$ cat src/rtl/pwm_tb_pkg.sv
`timescale 1ns/1ps
package pwm_tb_pkg;
  localparam int PS_POW_W  = 3;
  localparam int PS_EVEN_W = 3;

  typedef enum logic [1:0] {
    MODE_UP     = 2'd0,
    MODE_DOWN   = 2'd1,
    MODE_UPDOWN = 2'd2,
    MODE_FROZEN = 2'd3
  } tb_mode_e;

  localparam logic [1:0] SEL_CTRL  = 2'd0;
  localparam logic [1:0] SEL_PRD   = 2'd1;
  localparam logic [1:0] SEL_PHASE = 2'd2;

  typedef struct packed {
    logic                 phase_dir;
    logic                 phase_en;
    logic                 prd_imm;
    logic [PS_EVEN_W-1:0] div_even;
    logic [PS_POW_W-1:0]  div_pow;
    tb_mode_e             mode;
  } tb_ctrl_t;

  localparam int CTRL_W = $bits(tb_ctrl_t);
  localparam tb_ctrl_t CTRL_RESET = '{phase_dir: 1'b0, phase_en: 1'b0, prd_imm: 1'b0,
                                      div_even: '0, div_pow: '0, mode: MODE_FROZEN};

  localparam int POW_MAX  = 2**PS_POW_W - 1;
  localparam int EVEN_MAX = 2 * (2**PS_EVEN_W - 1);
  localparam int RATIO_W  = POW_MAX + $clog2(EVEN_MAX) + 1;

  // Total clock division of the two prescale stages.
  function automatic logic [RATIO_W-1:0] div_ratio(input logic [PS_POW_W-1:0] k,
                                                   input logic [PS_EVEN_W-1:0] h);
    logic [RATIO_W-1:0] pw;
    logic [RATIO_W-1:0] ev;
    pw = RATIO_W'(1) << k;
    ev = (h == '0) ? RATIO_W'(1) : RATIO_W'({h, 1'b0});
    return RATIO_W'(pw * ev);
  endfunction
endpackage

$ cat src/rtl/pwm_tb_prescaler.sv
`timescale 1ns/1ps
module pwm_tb_prescaler
  import pwm_tb_pkg::*;
(
  input  logic                 clk,
  input  logic                 rst_n,
  input  logic [PS_POW_W-1:0]  div_pow,
  input  logic [PS_EVEN_W-1:0] div_even,
  input  logic                 restart,
  output logic                 tick,
  output logic [RATIO_W-1:0]   ratio
);
  logic [RATIO_W-1:0] pcnt;

  assign ratio = div_ratio(div_pow, div_even);
  // A shrinking ratio never strands the divider: any value at or past the limit ticks.
  assign tick  = (pcnt >= ratio - RATIO_W'(1));

  always_ff @(posedge clk or negedge rst_n) begin
    if (!rst_n) begin
      pcnt <= '0;
    end else if (restart || tick) begin
      pcnt <= '0;
    end else begin
      pcnt <= pcnt + RATIO_W'(1);
    end
  end
endmodule

$ cat src/rtl/pwm_tb_ctrl_regs.sv
`timescale 1ns/1ps
module pwm_tb_ctrl_regs
  import pwm_tb_pkg::*;
#(
  parameter int CNT_W         = 16,
  parameter int unsigned PRD_RESET = 999
) (
  input  logic             clk,
  input  logic             rst_n,
  input  logic             wr_en,
  input  logic [1:0]       wr_sel,
  input  logic [CNT_W-1:0] wr_data,
  input  logic             adv,
  input  logic             enters_zero,
  output tb_ctrl_t         ctrl,
  output logic [CNT_W-1:0] prd_active,
  output logic [CNT_W-1:0] phase_val
);
  logic [CNT_W-1:0] prd_shadow;
  logic             prd_pend;
  logic             wr_ctrl, wr_prd, wr_phase;
  logic             prd_xfer;

  assign wr_ctrl  = wr_en && (wr_sel == SEL_CTRL);
  assign wr_prd   = wr_en && (wr_sel == SEL_PRD);
  assign wr_phase = wr_en && (wr_sel == SEL_PHASE);
  // Transfer policy: immediate on any tick, shadowed only on arrival at zero.
  assign prd_xfer = prd_pend && (ctrl.prd_imm ? adv : enters_zero);

  always_ff @(posedge clk or negedge rst_n) begin
    if (!rst_n) begin
      ctrl <= CTRL_RESET;
    end else if (wr_ctrl) begin
      ctrl <= tb_ctrl_t'(wr_data[CTRL_W-1:0]);
    end
  end

  always_ff @(posedge clk or negedge rst_n) begin
    if (!rst_n) begin
      prd_shadow <= CNT_W'(PRD_RESET);
      prd_active <= CNT_W'(PRD_RESET);
      prd_pend   <= 1'b0;
    end else if (wr_prd) begin
      prd_shadow <= wr_data;
      prd_pend   <= 1'b1;
    end else if (prd_xfer) begin
      prd_active <= prd_shadow;
      prd_pend   <= 1'b0;
    end
  end

  always_ff @(posedge clk or negedge rst_n) begin
    if (!rst_n) begin
      phase_val <= '0;
    end else if (wr_phase) begin
      phase_val <= wr_data;
    end
  end
endmodule

$ cat src/rtl/pwm_tb_counter.sv
`timescale 1ns/1ps
module pwm_tb_counter
  import pwm_tb_pkg::*;
#(
  parameter int CNT_W = 16
) (
  input  logic             clk,
  input  logic             rst_n,
  input  logic             adv,
  input  tb_mode_e         mode,
  input  logic [CNT_W-1:0] prd,
  input  logic             load,
  input  logic [CNT_W-1:0] load_val,
  input  logic             load_dir,
  output logic [CNT_W-1:0] count,
  output logic             dir_up,
  output logic             zero_evt,
  output logic             prd_evt,
  output logic             enters_zero
);
  typedef struct packed {
    logic [CNT_W-1:0] cnt;
    logic             dir;
  } step_t;

  // One counting step for the given mode; direction flips when leaving an endpoint.
  function automatic step_t next_step(input tb_mode_e m, input logic [CNT_W-1:0] c,
                                      input logic [CNT_W-1:0] p, input logic d);
    step_t s;
    s.cnt = c;
    s.dir = d;
    case (m)
      MODE_UP: begin
        s.dir = 1'b1;
        s.cnt = (c >= p) ? '0 : c + CNT_W'(1);
      end
      MODE_DOWN: begin
        s.dir = 1'b0;
        s.cnt = (c == '0) ? p : c - CNT_W'(1);
      end
      MODE_UPDOWN: begin
        if (d) begin
          if (c >= p) begin
            s.dir = 1'b0;
            s.cnt = (c == '0) ? '0 : c - CNT_W'(1);
          end else begin
            s.cnt = c + CNT_W'(1);
          end
        end else begin
          if (c == '0) begin
            s.dir = 1'b1;
            s.cnt = (p == '0) ? '0 : CNT_W'(1);
          end else begin
            s.cnt = c - CNT_W'(1);
          end
        end
      end
      default: ;
    endcase
    return s;
  endfunction

  step_t nxt;
  logic  counting;

  always_comb nxt = next_step(mode, count, prd, dir_up);
  assign counting    = adv && (mode != MODE_FROZEN);
  assign enters_zero = counting && (nxt.cnt == '0);

  always_ff @(posedge clk or negedge rst_n) begin
    if (!rst_n) begin
      count    <= '0;
      dir_up   <= 1'b1;
      zero_evt <= 1'b0;
      prd_evt  <= 1'b0;
    end else if (load) begin
      count    <= load_val;
      dir_up   <= load_dir;
      zero_evt <= 1'b0;
      prd_evt  <= 1'b0;
    end else if (counting) begin
      count    <= nxt.cnt;
      dir_up   <= nxt.dir;
      zero_evt <= (nxt.cnt == '0);
      prd_evt  <= (nxt.cnt == prd);
    end else begin
      zero_evt <= 1'b0;
      prd_evt  <= 1'b0;
    end
  end
endmodule

$ cat src/rtl/pwm_timebase.sv
`timescale 1ns/1ps
module pwm_timebase
  import pwm_tb_pkg::*;
#(
  parameter int CNT_W = 16,
  parameter int unsigned PRD_RESET = 999
) (
  input  logic             clk,
  input  logic             rst_n,
  input  logic             wr_en,
  input  logic [1:0]       wr_sel,
  input  logic [CNT_W-1:0] wr_data,
  input  logic             sync_in,
  output logic [CNT_W-1:0] count,
  output logic             dir_up,
  output logic             zero_evt,
  output logic             prd_evt
);
  tb_ctrl_t           ctrl;
  tb_mode_e           mode;
  logic               prd_imm;
  logic               phase_dir;
  logic [CNT_W-1:0]   prd_active;
  logic [CNT_W-1:0]   phase_val;
  logic [RATIO_W-1:0] ratio;
  logic               tick;
  logic               adv;
  logic               phase_load;
  logic               enters_zero;

  assign mode       = ctrl.mode;
  assign prd_imm    = ctrl.prd_imm;
  assign phase_dir  = ctrl.phase_dir;
  assign phase_load = sync_in && ctrl.phase_en;
  assign adv        = tick && !phase_load;

  pwm_tb_ctrl_regs #(.CNT_W(CNT_W), .PRD_RESET(PRD_RESET)) u_regs (
    .clk(clk), .rst_n(rst_n), .wr_en(wr_en), .wr_sel(wr_sel), .wr_data(wr_data),
    .adv(adv), .enters_zero(enters_zero), .ctrl(ctrl),
    .prd_active(prd_active), .phase_val(phase_val)
  );

  pwm_tb_prescaler u_pre (
    .clk(clk), .rst_n(rst_n), .div_pow(ctrl.div_pow), .div_even(ctrl.div_even),
    .restart(phase_load), .tick(tick), .ratio(ratio)
  );

  pwm_tb_counter #(.CNT_W(CNT_W)) u_cnt (
    .clk(clk), .rst_n(rst_n), .adv(adv), .mode(mode), .prd(prd_active),
    .load(phase_load), .load_val(phase_val), .load_dir(phase_dir),
    .count(count), .dir_up(dir_up), .zero_evt(zero_evt), .prd_evt(prd_evt),
    .enters_zero(enters_zero)
  );
endmodule

$ cat config.mk
export PLATFORM = sky130hd
export DESIGN_NAME = pwm_timebase
export DESIGN_NICKNAME = d
export VERILOG_FILES = /design/src/rtl/pwm_tb_pkg.sv /design/src/rtl/pwm_tb_prescaler.sv /design/src/rtl/pwm_tb_ctrl_regs.sv /design/src/rtl/pwm_tb_counter.sv /design/src/rtl/pwm_timebase.sv
export SDC_FILE = /design/constraint.sdc
export NUM_CORES = 1
export LEC_CHECK = 0
export ABC_AREA = 1
export ABC_CLOCK_PERIOD_IN_PS = 6800
export BUFFER_PORTS_ARGS = -buffer_cell sky130_fd_sc_hd__buf_2
export CORE_ASPECT_RATIO = 0.7
export CORE_MARGIN = 3
export CORE_UTILIZATION = 55
export CTS_BUF_LIST = sky130_fd_sc_hd__clkbuf_16
export DETAILED_ROUTE_END_ITERATION = 8
export PLACE_DENSITY = 0.77
export SLEW_MARGIN = 20
export SYNTH_ARGS = -nofsm -noshare
export SYNTH_HDL_FRONTEND = slang
export SYNTH_SLANG_ARGS = --single-unit
$ cat constraint.sdc
create_clock -name clk -period 6.8 [get_ports clk]
set_clock_uncertainty 0.2 [all_clocks]
set_input_delay 1.02 -clock clk [delete_from_list [all_inputs] [get_ports clk]]
set_output_delay 1.02 -clock clk [all_outputs]
set_load 0.005 [all_outputs]
# Word-level counts from Yosys, hierarchy flattened
# Index checks and enable logic that the tools add are counted.
# W data, S select, Z words.
dict set report word_totals {
  word_cells 74
  register_bits 91
}
dict set report op_classes {
  reduce_logical 21
  shifts 1
  muxes 23
  n_eq_ne 6
  bitwise 1
  addsub 4
  mul 1
  order_cmp 2
}
# op n
set op_table {}
lappend op_table {{$mux W16} 7}
lappend op_table {{$pmux W17 S3} 1}
lappend op_table {{$logic_not A16 Y1} 3}
lappend op_table {{$mux W17} 1}
lappend op_table {{$add A16 B1 Y16 const B} 1}
lappend op_table {{$eq A16 B16 Y1} 1}
lappend op_table {{$ge A16 B16 Y1} 1}
lappend op_table {{$sub A16 B1 Y16 const B} 1}
lappend op_table {{$add A12 B1 Y12 const B} 1}
lappend op_table {{$ge A12 B12 Y1} 1}
lappend op_table {{$mul A12 B12 Y12} 1}
lappend op_table {{$mux W1} 12}
lappend op_table {{$mux W12} 1}
lappend op_table {{$shl A1 B3 Y12 const A} 1}
lappend op_table {{$sub A12 B1 Y12 const B} 1}
lappend op_table {{$logic_and A1 B1 Y1} 8}
lappend op_table {{$eq A2 B1 Y1 const B} 2}
lappend op_table {{$eq A2 B2 Y1 const B} 2}
lappend op_table {{$logic_not A2 Y1} 2}
lappend op_table {{$mux W4} 1}
lappend op_table {{$reduce_and A2 Y1} 2}
lappend op_table {{$reduce_bool A2 Y1} 2}
lappend op_table {{$reduce_bool A4 Y1} 1}
lappend op_table {{$logic_not A3 Y1} 1}
lappend op_table {{4 further kinds} 4}

# Logic depth before layout (Yosys ltp)
dict set report depth {
  word_depth 12
  ltp_mapped 39
  mapped_depth_nobuf 37
}

# Modules after synthesis
# A second synthesis with hierarchy kept.
dict set report unflattened {
  hier_cells 1217
  hier_area_um2 8365.5
}
# mod seq_area_each_um2 area_each_um2 n_inst cells_per_inst
set modules_own_cells {}
lappend modules_own_cells {pwm_tb_counter 476.7 3691.0 1 633}
lappend modules_own_cells {pwm_tb_ctrl_regs 1524.0 2348.5 1 237}
lappend modules_own_cells {pwm_tb_prescaler 300.3 2306.0 1 343}
lappend modules_own_cells {pwm_timebase 0.0 20.0 1 4}

# Worst setup path before layout
# No wires, ideal clock.
dict set report synth_path {
  path_kind {register -> register}
  startpoint {reg, netlist name u_regs.ctrl[4]}
  endpoint {reg u_regs.prd_active[15]}
  arrival_ns 5.316
  period_less_slack_ns 5.633
  required_time_ns 6.483
  path_slack_ns 1.167
  path_stages_with_launch 38
  cell_sequence {dfrtp_1 clkbuf_1 nor3_1 nand2_1 ha_1 inv_1 fa_1 inv_1 fa_1 inv_1 ha_1 a21oi_1 nand2_1 nand2_1 nand2_1 a21oi_1 nor2_1 nor2_1 [... 2 more ...] nand2_1 a21oi_1 xor2_1 ha_1 nand2_1 nor2_1 nand3_1 nand4_1 nand2_1 nor2_1 nand2_1 nor2_1 nand3_2 nand2_4 nand2_4 buf_6 nand2_1 nand2_1}
}
dict set report synth_via {
  elab_chain_len 10
}
# element line_no
set synth_rtl {}
lappend synth_rtl {{$shl A1 B3 Y12 (*)} pwm_tb_pkg.sv:39} ;# pw = RATIO_W'(1) << k;
lappend synth_rtl {{$mul A12 B12 Y12 (*)} pwm_tb_pkg.sv:41} ;# return RATIO_W'(pw * ev);
lappend synth_rtl {{$sub A12 B1 Y12 (*)} pwm_tb_prescaler.sv:17} ;# assign tick = (pcnt >= ratio - RATIO_W'(1));
lappend synth_rtl {{$ge A12 B12 Y1 (*)} pwm_tb_prescaler.sv:17}
lappend synth_rtl {{$logic_and A1 B1 Y1 (*)} pwm_timebase.sv:35} ;# assign adv = tick && !phase_load;
lappend synth_rtl {{$logic_and A1 B1 Y1} pwm_tb_counter.sv:67} ;# assign counting = adv && (mode != MODE_FROZEN);
lappend synth_rtl {{$logic_and A1 B1 Y1} pwm_tb_counter.sv:68} ;# assign enters_zero = counting && (nxt.cnt == '0);
lappend synth_rtl {{$mux W1 (*)} pwm_tb_ctrl_regs.sv:28} ;# assign prd_xfer = prd_pend && (ctrl.prd_imm ? adv : enters_zero);
lappend synth_rtl {{$logic_and A1 B1 Y1 (*)} pwm_tb_ctrl_regs.sv:28}
lappend synth_rtl {{$reduce_and A2 Y1 (no line) (*)} n/a}
lappend synth_rtl {{end signal, assigned} pwm_tb_ctrl_regs.sv:41} ;# prd_active <= CNT_W'(PRD_RESET);
lappend synth_rtl {{end signal, assigned} pwm_tb_ctrl_regs.sv:47} ;# prd_active <= prd_shadow;
lappend synth_rtl {{end, declared} pwm_tb_ctrl_regs.sv:16} ;# output logic [CNT_W-1:0] prd_active,
# Mark *: on every way between the ends. The rest lies on a longest branch, timed or not.
# A chain may end at the register's enable or synchronous reset.

# Worst setup path in the final report
dict set report layout_path {
  startpoint {reg, netlist name u_regs.ctrl[3]}
  endpoint {reg u_regs.prd_active[3]}
}
dict set report layout_via {
  elab_chain_len 10
}
# element line_no
set layout_rtl {}
lappend layout_rtl {{$shl A1 B3 Y12 (*)} pwm_tb_pkg.sv:39}
lappend layout_rtl {{$mul A12 B12 Y12 (*)} pwm_tb_pkg.sv:41}
lappend layout_rtl {{$sub A12 B1 Y12 (*)} pwm_tb_prescaler.sv:17}
lappend layout_rtl {{$ge A12 B12 Y1 (*)} pwm_tb_prescaler.sv:17}
lappend layout_rtl {{$logic_and A1 B1 Y1 (*)} pwm_timebase.sv:35}
lappend layout_rtl {{$logic_and A1 B1 Y1} pwm_tb_counter.sv:67}
lappend layout_rtl {{$logic_and A1 B1 Y1} pwm_tb_counter.sv:68}
lappend layout_rtl {{$mux W1 (*)} pwm_tb_ctrl_regs.sv:28}
lappend layout_rtl {{$logic_and A1 B1 Y1 (*)} pwm_tb_ctrl_regs.sv:28}
lappend layout_rtl {{$reduce_and A2 Y1 (no line) (*)} n/a}
# Marks and branches as above.

==> key figures <==
Route
  • Avg WL per Cell: 16.71 um
  • DR pass1 iterations: 5
  • WL final: 22,320 um
  • Post-route ant nets: 0
  • Vias/cell: 5.644
  • Post-route DRC: 0
  • DR iter-0 viols: 720
  • DR vias: 7,540

Hold path
  • Hold Path Cell Cnt: 2
  • Worst hold endpoint: u_regs.prd_active[2]$_DFFE_PN1P_
  • Hold crit path type: register to register
  • Hold Crit Start: u_regs.prd_active[2]$_DFFE_PN1P_

Yosys
  • Cells after synthesis: 1,126
  • XOR/XNOR share of the synthesized area: 0.03642
  • Ranking of synthesized cells by area: dfrtp_1 23%, nand2_1 17%, ha_1 9.1%
  • Mapped Nets: 1,217
  • Post-synthesis cell type count: 41
  • Post-synth top area share: 0.2341
  • Post-synth top cells: 344 x nand2_1, 157 x inv_1, 89 x nand3_1, 89 x o21ai_0, 79 x nor2_1
  • Compound-gate portion of the synthesized area: 0.09055
  • Simple-Gate Fraction of Synth Area: 0.3438
  • Area leader, netlist: dfrtp_1
  • Syn_area_per_cell: 6.835 um^2
  • Synth Cell Area: 0.007696 mm^2
  • Top-count cell post-synth: nand2_1
  • Syn. warnings: 0
  • Synth Register Bits: 91
  • Mux contribution to synthesized area: 0
  • EDFF count, synth: 0
  • Main synth FF type: dfrtp_1
  • Ys async rst share: 1.000
  • Register area share after synthesis: 0.2990
  • Post-Synth Adder-Cell Area: 0.1249
  • Largest family of logic cells by synthesized area: simple AND/OR/NAND/NOR gates

Placement
  • DP HPWL: 16,910 um
  • GPL Wtd Cong: 0.9976
  • Worst slack at placement: 444.6 ps
  • Placed insts: 1,316
  • I/O Buffers: 40
  • Placed cell areas: 0.007958 mm^2

Clock network
  • CTS Hold Bufs: 0
  • Worst-Skew Late Latency: 340 ps
  • Clock transition at path regs: 60 ps
  • H-Tree Depth: 3
  • CTS Buffer Depth: 2
  • Total CTS buffers: 9
  • Root Driver: clkbuf_16
  • CTS tree: yes
  • Num Clock Sinks: 91

Floorplan
  • Row count: 35
  • Die X: 147.4 um
  • Initial Utilization: 0.5743
  • Core footprint: 0.01340 mm^2
  • I/O pin count: 41
  • Full die area: 0.01547 mm^2
  • Die Span Y: 105.0 um

Layout
  • Net count, final: 1,237
  • Area growth from synthesis to layout: 8.405%
  • Design area: 0.008343 mm^2
  • Cell Count, Final, Fillers Out: 1,336
  • # diodes: 0
  • Layout cells sized above 1: 0.1034

Timing
  • Max-slew violations: 0
  • Final Hold Vio Count: 0
  • Final setup fails: 0
  • Worst rel slew slack: 0.3057
  • Final WS setup: 459.8 ps
  • Max Clock Freq: 0.1577 GHz
  • Crit share post-route: 0.9324
  • TNS Setup: 0 ps
  • Worst-Margin Slew: 1038 ps
  • Post-layout min period: 6340 ps

Outcome
  • Outcome: complete, no violations

Critical path
  • Worst setup startpoint: u_regs.ctrl[3]$_DFFE_PN0P_
  • FF-to-FF path depth: 36
  • Crit-path most repeated cell: nand2_1
  • Worst Path Arrival: 6370 ps
  • Biggest cell delay along the critical path: 530 ps
  • Slowest-stage cell, CP: fa_1
  • R2R Setup Slk: 460 ps
  • Crit. End Element: register
  • Worst setup SP type: register
  • Max FO, Critical Path: 18
  • Required time worst endpoint: 6830 ps
  • Crit Path Class: register to register
  • FF-to-FF Start: u_regs.ctrl[3]$_DFFE_PN0P_
  • Reg-to-Reg End: u_regs.prd_active[3]$_DFFE_PN0P_

Global routing
  • Vias in the first global route: 6,851
  • GRT Resource Usage Total: 0.2921
  • Overflow after GRT: 0
  • Global-route wire length before repair: 36,190 um
  • Largest net degree at the start of global routing: 78
  • Initial antenna violation count: 0

Power
  • Final Power: 3.715 mW
  • Maximum vdd drop: 0.2175 mV
  • Power per cell area: 445.3 mW/mm^2
  • Leak pwr: 4.271 nW

Run
  • MaxCap Viol Count: 0
==> critical path: cells and delay by family (launching register included) <==
family,cells,cell delay [ps]
adder cells (fa/ha/maj),5,1990
AO/OA/AOI/OAI,4,650
flip-flops,1,430
buffers and inverters,4,300
XOR/XNOR,1,100
AND/OR/NAND/NOR,22,2550
==> placed cells by master (no fill, tap or decap), types with 26 or more instances in the layout <==
cell type / instances
ha_1: 56
a21oi_1: 26
nand4_1: 32
inv_1: 157
dfrtp_1: 70
buf_2: 39
nand2_1: 344
nand3_1: 89
o21ai_0: 88
nor2_1: 79
==> logic make-up after synthesis <==
| logic type | count (synthesis) |
|---|---|
| fa+ha+maj | 69 |
| simple gates | 602 |
| xor+xnor | 32 |
| flops | 91 |
| buf+inv | 200 |
| compound gates | 132 |
==> cell type report <==
cell class	instances	area (um^2)
Sequential cell	91	2303
Tap cell	185	231.5
Clock buffer	9	225.2
Clock inverter	7	75.07
Timing Repair Buffer	49	290.3
Multi-Input combinational cell	835	4613
Fill cell	1224	5057
Inverter	160	604.3
==> timing repair <==
| action | 4_1_cts | 5_1_grt |
|---|---|---|
| endpoints found under the setup margin | 0 | 32 |
| gates resized for setup | 0 | 9 |
| buffers inserted | 0 | 3 |
==> per-stage QoR <==
stage / hold WS (ps) / utilization
floorplan: 247.9 / -
global placement: 265.9 / 0.5938
detailed placement: 267.3 / 0.5938
CTS: 275.7 / 0.6162
global route: 289.2 / 0.6226
finish: 279.4 / 0.6226
==> registers in the layout, indices dropped and copies added, names as in the netlist <==
signal	flops
u_cnt.count	16
u_cnt.dir_up	1
u_cnt.prd_evt	1
u_cnt.zero_evt	1
u_pre.pcnt	12
u_regs.ctrl	11
u_regs.phase_val	16
u_regs.prd_active	16
u_regs.prd_pend	1
u_regs.prd_shadow	16
==> where the power goes <==
group	switching, mW	internal [mW]
registers	0.271	0.693
logic	1.48	0.763
clock network	0.221	0.288
total	1.97	1.74
==> worst max-delay path by stage <==
| stage | to | slack [ps] | depth (start not counted) |
|---|---|---|---|
| after floorplan | u_regs.prd_active[15]$_DFFE_PN0P_ | 1170 | 37 |
| after global placement | u_cnt.count[14]$_DFFE_PN0P_ | 750 | 33 |
| after detailed placement | u_cnt.count[9]$_DFFE_PN0P_ | 440 | 33 |
| after CTS | u_cnt.count[9]$_DFFE_PN0P_ | 370 | 34 |
| after global routing | u_regs.prd_active[14]$_DFFE_PN0P_ | -10 | 36 |
| final | u_regs.prd_active[3]$_DFFE_PN0P_ | 460 | 36 |
==> metal layers <==
layer	GRT usage	vias to the layer above	share of wire
li1	-	3653	-
met1	0.4651	3504	0.49
met2	0.3932	351	0.39
met3	0.08192	32	0.10
met4	0.05186	0	0.012
met5	0	-	0
Power figures use the tool's default switching activity.
